**src/rtl/brk_pkg.sv**
```systemverilog
// Shared types and helpers for the break-even threshold calibrator.
// Assumes: nothing beyond IEEE 1800-2017 semantics.
package brk_pkg;

    // Sequencer states of the calibration run.
    typedef enum logic [1:0] {
        ST_IDLE,
        ST_PREP,
        ST_DIV,
        ST_COMMIT
    } cal_st_t;

    // Leakage estimate for a speed bin: a linear correlation curve.
    function automatic int unsigned bin_leak(int unsigned bin,
                                             int unsigned base,
                                             int unsigned step);
        return base + bin * step;
    endfunction

endpackage

```
**src/rtl/brk_leak_table.sv**
```systemverilog
// Speed-bin to leakage lookup.
// Holds one entry per bin, each computed from the base/step parameters.
// Assumes: base + (2^BW - 1)*step fits in PW bits.
module brk_leak_table #(
    parameter int          BW        = 2,
    parameter int          PW        = 16,
    parameter int unsigned LEAK_BASE = 100,
    parameter int unsigned LEAK_STEP = 200
) (
    input  logic [BW-1:0] bin,
    output logic [PW-1:0] leak
);
    localparam int NB = 1 << BW;

    logic [PW-1:0] tab [NB];

    // One table entry per bin, evaluated at elaboration.
    for (genvar b = 0; b < NB; b++) begin : g_bin
        assign tab[b] = PW'(brk_pkg::bin_leak(b, LEAK_BASE, LEAK_STEP));
    end

    assign leak = tab[bin];

endmodule

```
**src/rtl/brk_operands.sv**
```systemverilog
// Forms the signed numerator and denominator of one break-even quotient.
// Side a is the shallower state and side b the deeper one.
// Flags a pair that cannot give a valid threshold.
// Assumes: the caller zeroes the transition fields of the Active state.
module brk_operands #(
    parameter int PW = 16,
    parameter int TW = 16,
    parameter int FW = 8
) (
    input  logic [PW-1:0]      dyn_a,
    input  logic [FW-1:0]      frac_a,
    input  logic [PW-1:0]      ptr_a,
    input  logic [TW-1:0]      ttr_a,
    input  logic [PW-1:0]      dyn_b,
    input  logic [FW-1:0]      frac_b,
    input  logic [PW-1:0]      ptr_b,
    input  logic [TW-1:0]      ttr_b,
    input  logic [PW-1:0]      leak,
    output logic [PW+TW+1:0]   num_mag,
    output logic [PW:0]        den_mag,
    output logic               bad
);
    localparam int NW = PW + TW + 2;

    logic [FW+PW-1:0]  lk_a, lk_b;
    logic [PW:0]       pw_a, pw_b;
    logic signed [PW:0]   dt_a, dt_b;
    logic [NW-1:0]     dx_a, dx_b, tx_a, tx_b;
    logic signed [NW-1:0] tm_a, tm_b;
    logic signed [NW:0]   num;
    logic signed [PW+1:0] den;

    // State powers: dynamic part plus the state's share of leakage.
    always_comb begin
        lk_a = {{PW{1'b0}}, frac_a} * {{FW{1'b0}}, leak};
        lk_b = {{PW{1'b0}}, frac_b} * {{FW{1'b0}}, leak};
        pw_a = {1'b0, dyn_a} + (PW+1)'(lk_a >> FW);
        pw_b = {1'b0, dyn_b} + (PW+1)'(lk_b >> FW);
    end

    // Transition energy terms (ptr - dyn) * ttr, signed.
    always_comb begin
        dt_a = $signed({1'b0, ptr_a}) - $signed({1'b0, dyn_a});
        dt_b = $signed({1'b0, ptr_b}) - $signed({1'b0, dyn_b});
        dx_a = {{(TW+1){dt_a[PW]}}, dt_a};
        dx_b = {{(TW+1){dt_b[PW]}}, dt_b};
        tx_a = {{(PW+2){1'b0}}, ttr_a};
        tx_b = {{(PW+2){1'b0}}, ttr_b};
        tm_a = $signed(dx_a) * $signed(tx_a);
        tm_b = $signed(dx_b) * $signed(tx_b);
    end

    // Quotient operands and the validity test.
    always_comb begin
        num     = $signed({tm_b[NW-1], tm_b}) - $signed({tm_a[NW-1], tm_a});
        den     = $signed({1'b0, pw_a}) - $signed({1'b0, pw_b});
        bad     = den[PW+1] || (den == '0) || num[NW];
        num_mag = num[NW-1:0];
        den_mag = den[PW:0];
    end

endmodule

```
**src/rtl/brk_rdiv.sv**
```systemverilog
// Radix-2 restoring divider, one quotient bit per cycle.
// Pulse go with the operands.
// After NW iteration cycles, valid pulses for one cycle; quo holds the result until the next go.
// Assumes: den is non-zero whenever go is raised.
module brk_rdiv #(
    parameter int NW = 34,
    parameter int DW = 17
) (
    input  logic          clk,
    input  logic          rst_n,
    input  logic          go,
    input  logic [NW-1:0] num,
    input  logic [DW-1:0] den,
    output logic [NW-1:0] quo,
    output logic          valid
);
    localparam int CW = $clog2(NW + 1);

    logic [NW-1:0] q;
    logic [DW-1:0] rem, dv;
    logic [CW-1:0] cnt;
    logic          run;
    logic [DW:0]   trial, diff;
    logic          ge;

    // Trial subtraction of the shifted partial remainder.
    always_comb begin
        trial = {rem, q[NW-1]};
        diff  = trial - {1'b0, dv};
        ge    = !diff[DW];
    end

    // Iteration register: load on go, then shift one bit per cycle.
    always_ff @(posedge clk) begin
        if (!rst_n) begin
            q     <= '0;
            rem   <= '0;
            dv    <= '0;
            cnt   <= '0;
            run   <= 1'b0;
            valid <= 1'b0;
        end else begin
            valid <= 1'b0;
            if (go) begin
                q   <= num;
                rem <= '0;
                dv  <= den;
                cnt <= CW'(NW);
                run <= 1'b1;
            end else if (run) begin
                q   <= {q[NW-2:0], ge};
                rem <= ge ? diff[DW-1:0] : trial[DW-1:0];
                cnt <= cnt - CW'(1);
                if (cnt == CW'(1)) begin
                    run   <= 1'b0;
                    valid <= 1'b1;
                end
            end
        end
    end

    assign quo = q;

endmodule

```
**src/rtl/brk_even_cal.sv**
```systemverilog
// Break-even threshold calibrator (top).
// Holds the per-state parameter slots and takes a leakage estimate from the speed bin.
// Computes entries 1..NS in order, then commits all results at once with a done pulse.
// Assumes: slot 0 is Active; slots 1..NS are ordered from shallowest to deepest.
module brk_even_cal
    import brk_pkg::*;
#(
    parameter int          NS        = 3,
    parameter int          PW        = 16,
    parameter int          TW        = 16,
    parameter int          FW        = 8,
    parameter int          BW        = 2,
    parameter int          THW       = 24,
    parameter int unsigned LEAK_BASE = 100,
    parameter int unsigned LEAK_STEP = 200
) (
    input  logic                    clk,
    input  logic                    rst_n,
    input  logic                    start,
    input  logic                    ld_en,
    input  logic [$clog2(NS+1)-1:0] ld_slot,
    input  logic [PW-1:0]           ld_dyn,
    input  logic [FW-1:0]           ld_frac,
    input  logic [PW-1:0]           ld_ptr,
    input  logic [TW-1:0]           ld_ttr,
    input  logic [BW-1:0]           bin_idx,
    output logic                    busy,
    output logic                    done,
    output logic [NS*THW-1:0]       thr_out,
    output logic [NS-1:0]           err_flags,
    output logic [NS-1:0]           mono_flags
);
    localparam int SW    = $clog2(NS + 1);
    localparam int NSLOT = 1 << SW;
    localparam int NW    = PW + TW + 2;
    localparam int DW    = PW + 1;

    cal_st_t       st;
    logic [SW-1:0] k, ka;
    logic [PW-1:0] leak_est, leak_q;

    logic [PW-1:0] dyn_r  [NSLOT];
    logic [FW-1:0] frac_r [NSLOT];
    logic [PW-1:0] ptr_r  [NSLOT];
    logic [TW-1:0] ttr_r  [NSLOT];

    logic [THW-1:0] stg_thr [NS];
    logic [NS-1:0]  stg_err;
    logic [NS-1:0]  mono_n;

    logic [PW-1:0]  ptr_a;
    logic [TW-1:0]  ttr_a;
    logic [NW-1:0]  num_mag, quo;
    logic [DW-1:0]  den_mag;
    logic           bad, div_go, div_valid, last;
    logic [THW-1:0] sat_q;

    brk_leak_table #(
        .BW(BW), .PW(PW), .LEAK_BASE(LEAK_BASE), .LEAK_STEP(LEAK_STEP)
    ) u_tab (
        .bin (bin_idx),
        .leak(leak_est)
    );

    // Operand selection for the pair (k-1, k); Active has no transition cost.
    always_comb begin
        ka    = k - SW'(1);
        ptr_a = (ka == '0) ? '0 : ptr_r[ka];
        ttr_a = (ka == '0) ? '0 : ttr_r[ka];
        last  = (k == SW'(NS));
    end

    brk_operands #(.PW(PW), .TW(TW), .FW(FW)) u_ops (
        .dyn_a  (dyn_r[ka]),
        .frac_a (frac_r[ka]),
        .ptr_a  (ptr_a),
        .ttr_a  (ttr_a),
        .dyn_b  (dyn_r[k]),
        .frac_b (frac_r[k]),
        .ptr_b  (ptr_r[k]),
        .ttr_b  (ttr_r[k]),
        .leak   (leak_q),
        .num_mag(num_mag),
        .den_mag(den_mag),
        .bad    (bad)
    );

    assign div_go = (st == ST_PREP) && !bad;

    brk_rdiv #(.NW(NW), .DW(DW)) u_div (
        .clk  (clk),
        .rst_n(rst_n),
        .go   (div_go),
        .num  (num_mag),
        .den  (den_mag),
        .quo  (quo),
        .valid(div_valid)
    );

    // Clamp quotients that do not fit the threshold width.
    assign sat_q = (|quo[NW-1:THW]) ? '1 : quo[THW-1:0];

    // Ordering flags over the staged entries; the first entry has no predecessor.
    assign mono_n[0] = 1'b0;
    for (genvar i = 1; i < NS; i++) begin : g_mono
        assign mono_n[i] = stg_thr[i] < stg_thr[i-1];
    end

    // Parameter slot storage, written only while idle.
    always_ff @(posedge clk) begin
        if (!rst_n) begin
            for (int s = 0; s < NSLOT; s++) begin
                dyn_r[s]  <= '0;
                frac_r[s] <= '0;
                ptr_r[s]  <= '0;
                ttr_r[s]  <= '0;
            end
        end else if (ld_en && st == ST_IDLE) begin
            dyn_r[ld_slot]  <= ld_dyn;
            frac_r[ld_slot] <= ld_frac;
            ptr_r[ld_slot]  <= ld_ptr;
            ttr_r[ld_slot]  <= ld_ttr;
        end
    end

    // Run sequencer: stage each entry, then commit every result together.
    always_ff @(posedge clk) begin
        if (!rst_n) begin
            st         <= ST_IDLE;
            k          <= '0;
            leak_q     <= '0;
            done       <= 1'b0;
            thr_out    <= '0;
            err_flags  <= '0;
            mono_flags <= '0;
            stg_err    <= '0;
            for (int i = 0; i < NS; i++) stg_thr[i] <= '0;
        end else begin
            done <= 1'b0;
            case (st)
                ST_IDLE: begin
                    if (start) begin
                        leak_q <= leak_est;
                        k      <= SW'(1);
                        st     <= ST_PREP;
                    end
                end
                ST_PREP: begin
                    if (bad) begin
                        stg_thr[ka] <= '1;
                        stg_err[ka] <= 1'b1;
                        if (last) st <= ST_COMMIT;
                        else begin
                            k  <= k + SW'(1);
                            st <= ST_PREP;
                        end
                    end else begin
                        st <= ST_DIV;
                    end
                end
                ST_DIV: begin
                    if (div_valid) begin
                        stg_thr[ka] <= sat_q;
                        stg_err[ka] <= 1'b0;
                        if (last) st <= ST_COMMIT;
                        else begin
                            k  <= k + SW'(1);
                            st <= ST_PREP;
                        end
                    end
                end
                ST_COMMIT: begin
                    for (int i = 0; i < NS; i++) thr_out[i*THW +: THW] <= stg_thr[i];
                    err_flags  <= stg_err;
                    mono_flags <= mono_n;
                    done       <= 1'b1;
                    st         <= ST_IDLE;
                end
                default: st <= ST_IDLE;
            endcase
        end
    end

    assign busy = (st != ST_IDLE);

endmodule

```
**config.mk**
```make
export PLATFORM = sky130hd
export DESIGN_NAME = brk_even_cal
export DESIGN_NICKNAME = d
export VERILOG_FILES = /design/src/rtl/brk_pkg.sv /design/src/rtl/brk_leak_table.sv /design/src/rtl/brk_operands.sv /design/src/rtl/brk_rdiv.sv /design/src/rtl/brk_even_cal.sv
export SDC_FILE = /design/constraint.sdc
export NUM_CORES = 2
export LEC_CHECK = 0
export ABC_CLOCK_PERIOD_IN_PS = 16800
export BUFFER_PORTS_ARGS = -buffer_cell sky130_fd_sc_hd__clkbuf_2
export CAP_MARGIN = 20
export CORE_MARGIN = 4
export CORE_UTILIZATION = 45
export DETAILED_ROUTE_END_ITERATION = 6
export PLACE_DENSITY = 0.68
export RECOVER_POWER = 25
export SLEW_MARGIN = 20
export SYNTH_ARGS = -nofsm -noshare
export SYNTH_HDL_FRONTEND = slang
export SYNTH_SLANG_ARGS = --single-unit
```
**constraint.sdc**
```tcl
create_clock -name clk -period 16.8 [get_ports clk]
set_input_delay 0.84 -clock clk [delete_from_list [all_inputs] [get_ports clk]]
set_output_delay 0.84 -clock clk [all_outputs]
set_load 0.03 [all_outputs]
```
==> reports/qor.yml <==
run_status:
  status: "finished with violations"
  violations: "capacitance limit, slew limit"
cts:
  cts.reportedPaths.clkPinSlew_ns: 0.06
  clkLatencyLatePin_ns: 0.60
  hold_buffers: 0
  cts_setup_buffers: 0
  numCtsBuffers: 50
  cts_tree: "done"
  cts_resized: 0
  clkSinkCount: 465
  cts_buffer_depth: 3
  cts_root_buf: "clkbuf_16"
  htreeDepth: 2
route:
  totalWireLength_um: 135000
  wire_per_inst_um: 20.3
  drc_errors: 0
  drt-vias-per-instance: 5.39
  drtIter0Drc: 2581
  drt_first_pass_iters: 6
  ant_nets: 0
  vias: 35900
final_layout:
  drive_gt1_frac: 0.0729
  final_common_cell: "inv_1"
  multiInputGateArea_um2: 34100
  seqCellArea_um2: 12300
  final_cell_mix: "inv_1, fa_1, nor2_1"
  area_growth_pct: 7.72
  fillers: 10400
  nets: 6256
global_route:
  track_usage: 0.232
  grt_pass1_vias: 37300
  antenna_found_initial: 4
  grt-ovfl-total: 0
  grt_pass1_wl_um: 214000
  grt_max_degree: 84
placement:
  dp_hpwl_um: 107000
  numPortBuffers: 142
  gp_congestion: 0.939
logic_synthesis:
  synth.distinct_cells: 84
  yosysSeqAreaShare: 0.241
  synth_edf_count: 296
  yosysWarnings: 0
  synthArstFlopShare: 0
  syn_inst: 5063
  ys.flop_type: "edfxtp_1"
  synth.cell_area_um2: 50800
  syn_area_per_cell_um2: 10.0
  syn-num-nets: 6202
  synth-seq-cells: 465
setup_path:
  crit_path_end_kind: "register"
  cp_max_fo: 38
  startpoint_type: "register"
  cp_slowest_cell: "ha_4"
  r2r_slack_ns: 2.45
  cp_slowest_stage_delay_ns: 0.77
  critical-path-top-delay-family: "adder cells"
  critPathKind: "reg2reg"
  required_ns: 16.83
  cp_num_buf_inv: 7
  worstPathArrival_ns: 14.39
  cpMostUsedCell: "fa_1"
run:
  cap_viol_max_count: 7
floorplan:
  ios: 144
  core_um2: 112000
  die_w_um: 344
  initial_core_util: 0.452
  rows: 123
  die_h_um: 344
  dieArea_um2: 118000
timing:
  clock.fmax_mhz: 69.7
  slew_viol_final: 225
  hold_viol_final: 0
  rsz0062_at_grt: "no"
  fin_skew_ns: 0.0225
  period_needed_ns: 14.35
  setup_tns_ns: 0
  worstMarginPinSlew_ns: 3.68
  max_slew_margin: -1.45
  setup_viol: 0
  fin_crit_sh: 0.854
hold_path:
  hold_path.class: "reg2reg"
-- metrics by stage --
step	hold WS [ns]	worst slack (ns)	util	std cells	area, µm²
final	0.463	2.45	0.487	6659	54800
after global placement	0.443	2.80	0.473	6564	53200
after floorplan	0.436	2.04	-	5063	50800
after detailed placement	0.453	2.59	0.474	6565	53200
after CTS	0.461	2.56	0.489	6658	54900
after global routing	0.494	1.59	0.487	6659	54800
-- synth_stat cells, drive strengths merged, types with 6 or more instances --
cell	instances	share of area
a21o	60	0.0089
o22ai	6	0.00074
nand3	36	0.0036
mux2	9	0.0020
fa	724	0.29
nand4	11	0.0014
nor3	47	0.0046
a311oi	8	0.0014
mux2i	152	0.030
buf	54	0.0059
inv	985	0.073
o21bai	6	0.00089
ha	351	0.086
o31a	10	0.0017
edfxtp	296	0.17
nand2b	48	0.0059
o21a	24	0.0035
and3	14	0.0018
xnor2	77	0.013
xor2	43	0.0074
o211a	11	0.0022
and2	289	0.036
o31ai	11	0.0016
dfxtp	169	0.067
nor4	8	0.0011
nor2b	52	0.0064
a21oi	86	0.0088
o211ai	19	0.0036
o21ai	52	0.0051
a31oi	14	0.0020
nand2	366	0.027
nor2	580	0.043
mux4	96	0.043
a211o	21	0.0036
nor3b	6	0.00089
clkbuf	149	0.011
or3	8	0.00098
or2	20	0.0025
a211oi	78	0.012
-- path summary, 6_finish.rpt --
kind | start | endpoint | depth (start not counted)
worst max-delay path | k[0] | stg_thr[0][10] | 40
worst min-delay path | u_div.dv[11] | u_div.dv[11] | 2
worst max register to register | k[0] | stg_thr[0][10] | 40
worst min register to register | u_div.dv[11] | u_div.dv[11] | 2
-- final cells by class --
| type | count | share of cell area |
|---|---|---|
| clock buffer | 58 | 0.0238 |
| clock inverter | 35 | 0.00692 |
| tap | 1500 | 0.0343 |
| inverter | 985 | 0.0676 |
| timing repair buffer | 205 | 0.0200 |
| antenna | 1 | 0.0000457 |
| sequential | 465 | 0.224 |
| multi-input combinational | 3410 | 0.623 |
-- per-layer routing --
layer / global-route usage / part of all wire
met3: 0.0536 / 0.090
met4: 0.0700 / 0.036
met5: 0 / 0.00051
met2: 0.367 / 0.44
met1: 0.321 / 0.43
-- flip-flops by register name, summed over array words and instances (netlist names), named ones only --
register	flops
done	1
dyn_r	64
err_flags	3
frac_r	32
k	2
leak_q	6
mono_flags	2
ptr_r	64
st	2
stg_thr	72
thr_out	72
ttr_r	64
u_div.cnt	6
u_div.dv	17
u_div.quo	34
u_div.rem	17
u_div.run	1
u_div.valid	1
-- cells by family after synthesis --
| kind of cell | count (synthesis) | synth area share |
|---|---|---|
| fa+ha+maj | 1075 | 0.372 |
| xor+xnor | 120 | 0.0207 |
| buf+inv | 1188 | 0.0896 |
| other cells | 1 | 0.0000738 |
| simple gates | 1503 | 0.138 |
| compound gates | 454 | 0.0644 |
| mux | 257 | 0.0745 |
| flops | 465 | 0.241 |
-- worst reg2reg max path: cells and delay by family, from the launching register on --
family                     cells  cell delay (ns)
adders and majority gates     11             5.39
AOI/OAI and AO/OA             14             3.74
and+or+nand+nor                7             2.25
buffers and inverters          7             1.19
DFF                            1             0.64
muxes                          1             0.57
Power is left out: the tool's default activity adds up to more than one toggle a clock period on the data nets, which glitch-free logic cannot reach.
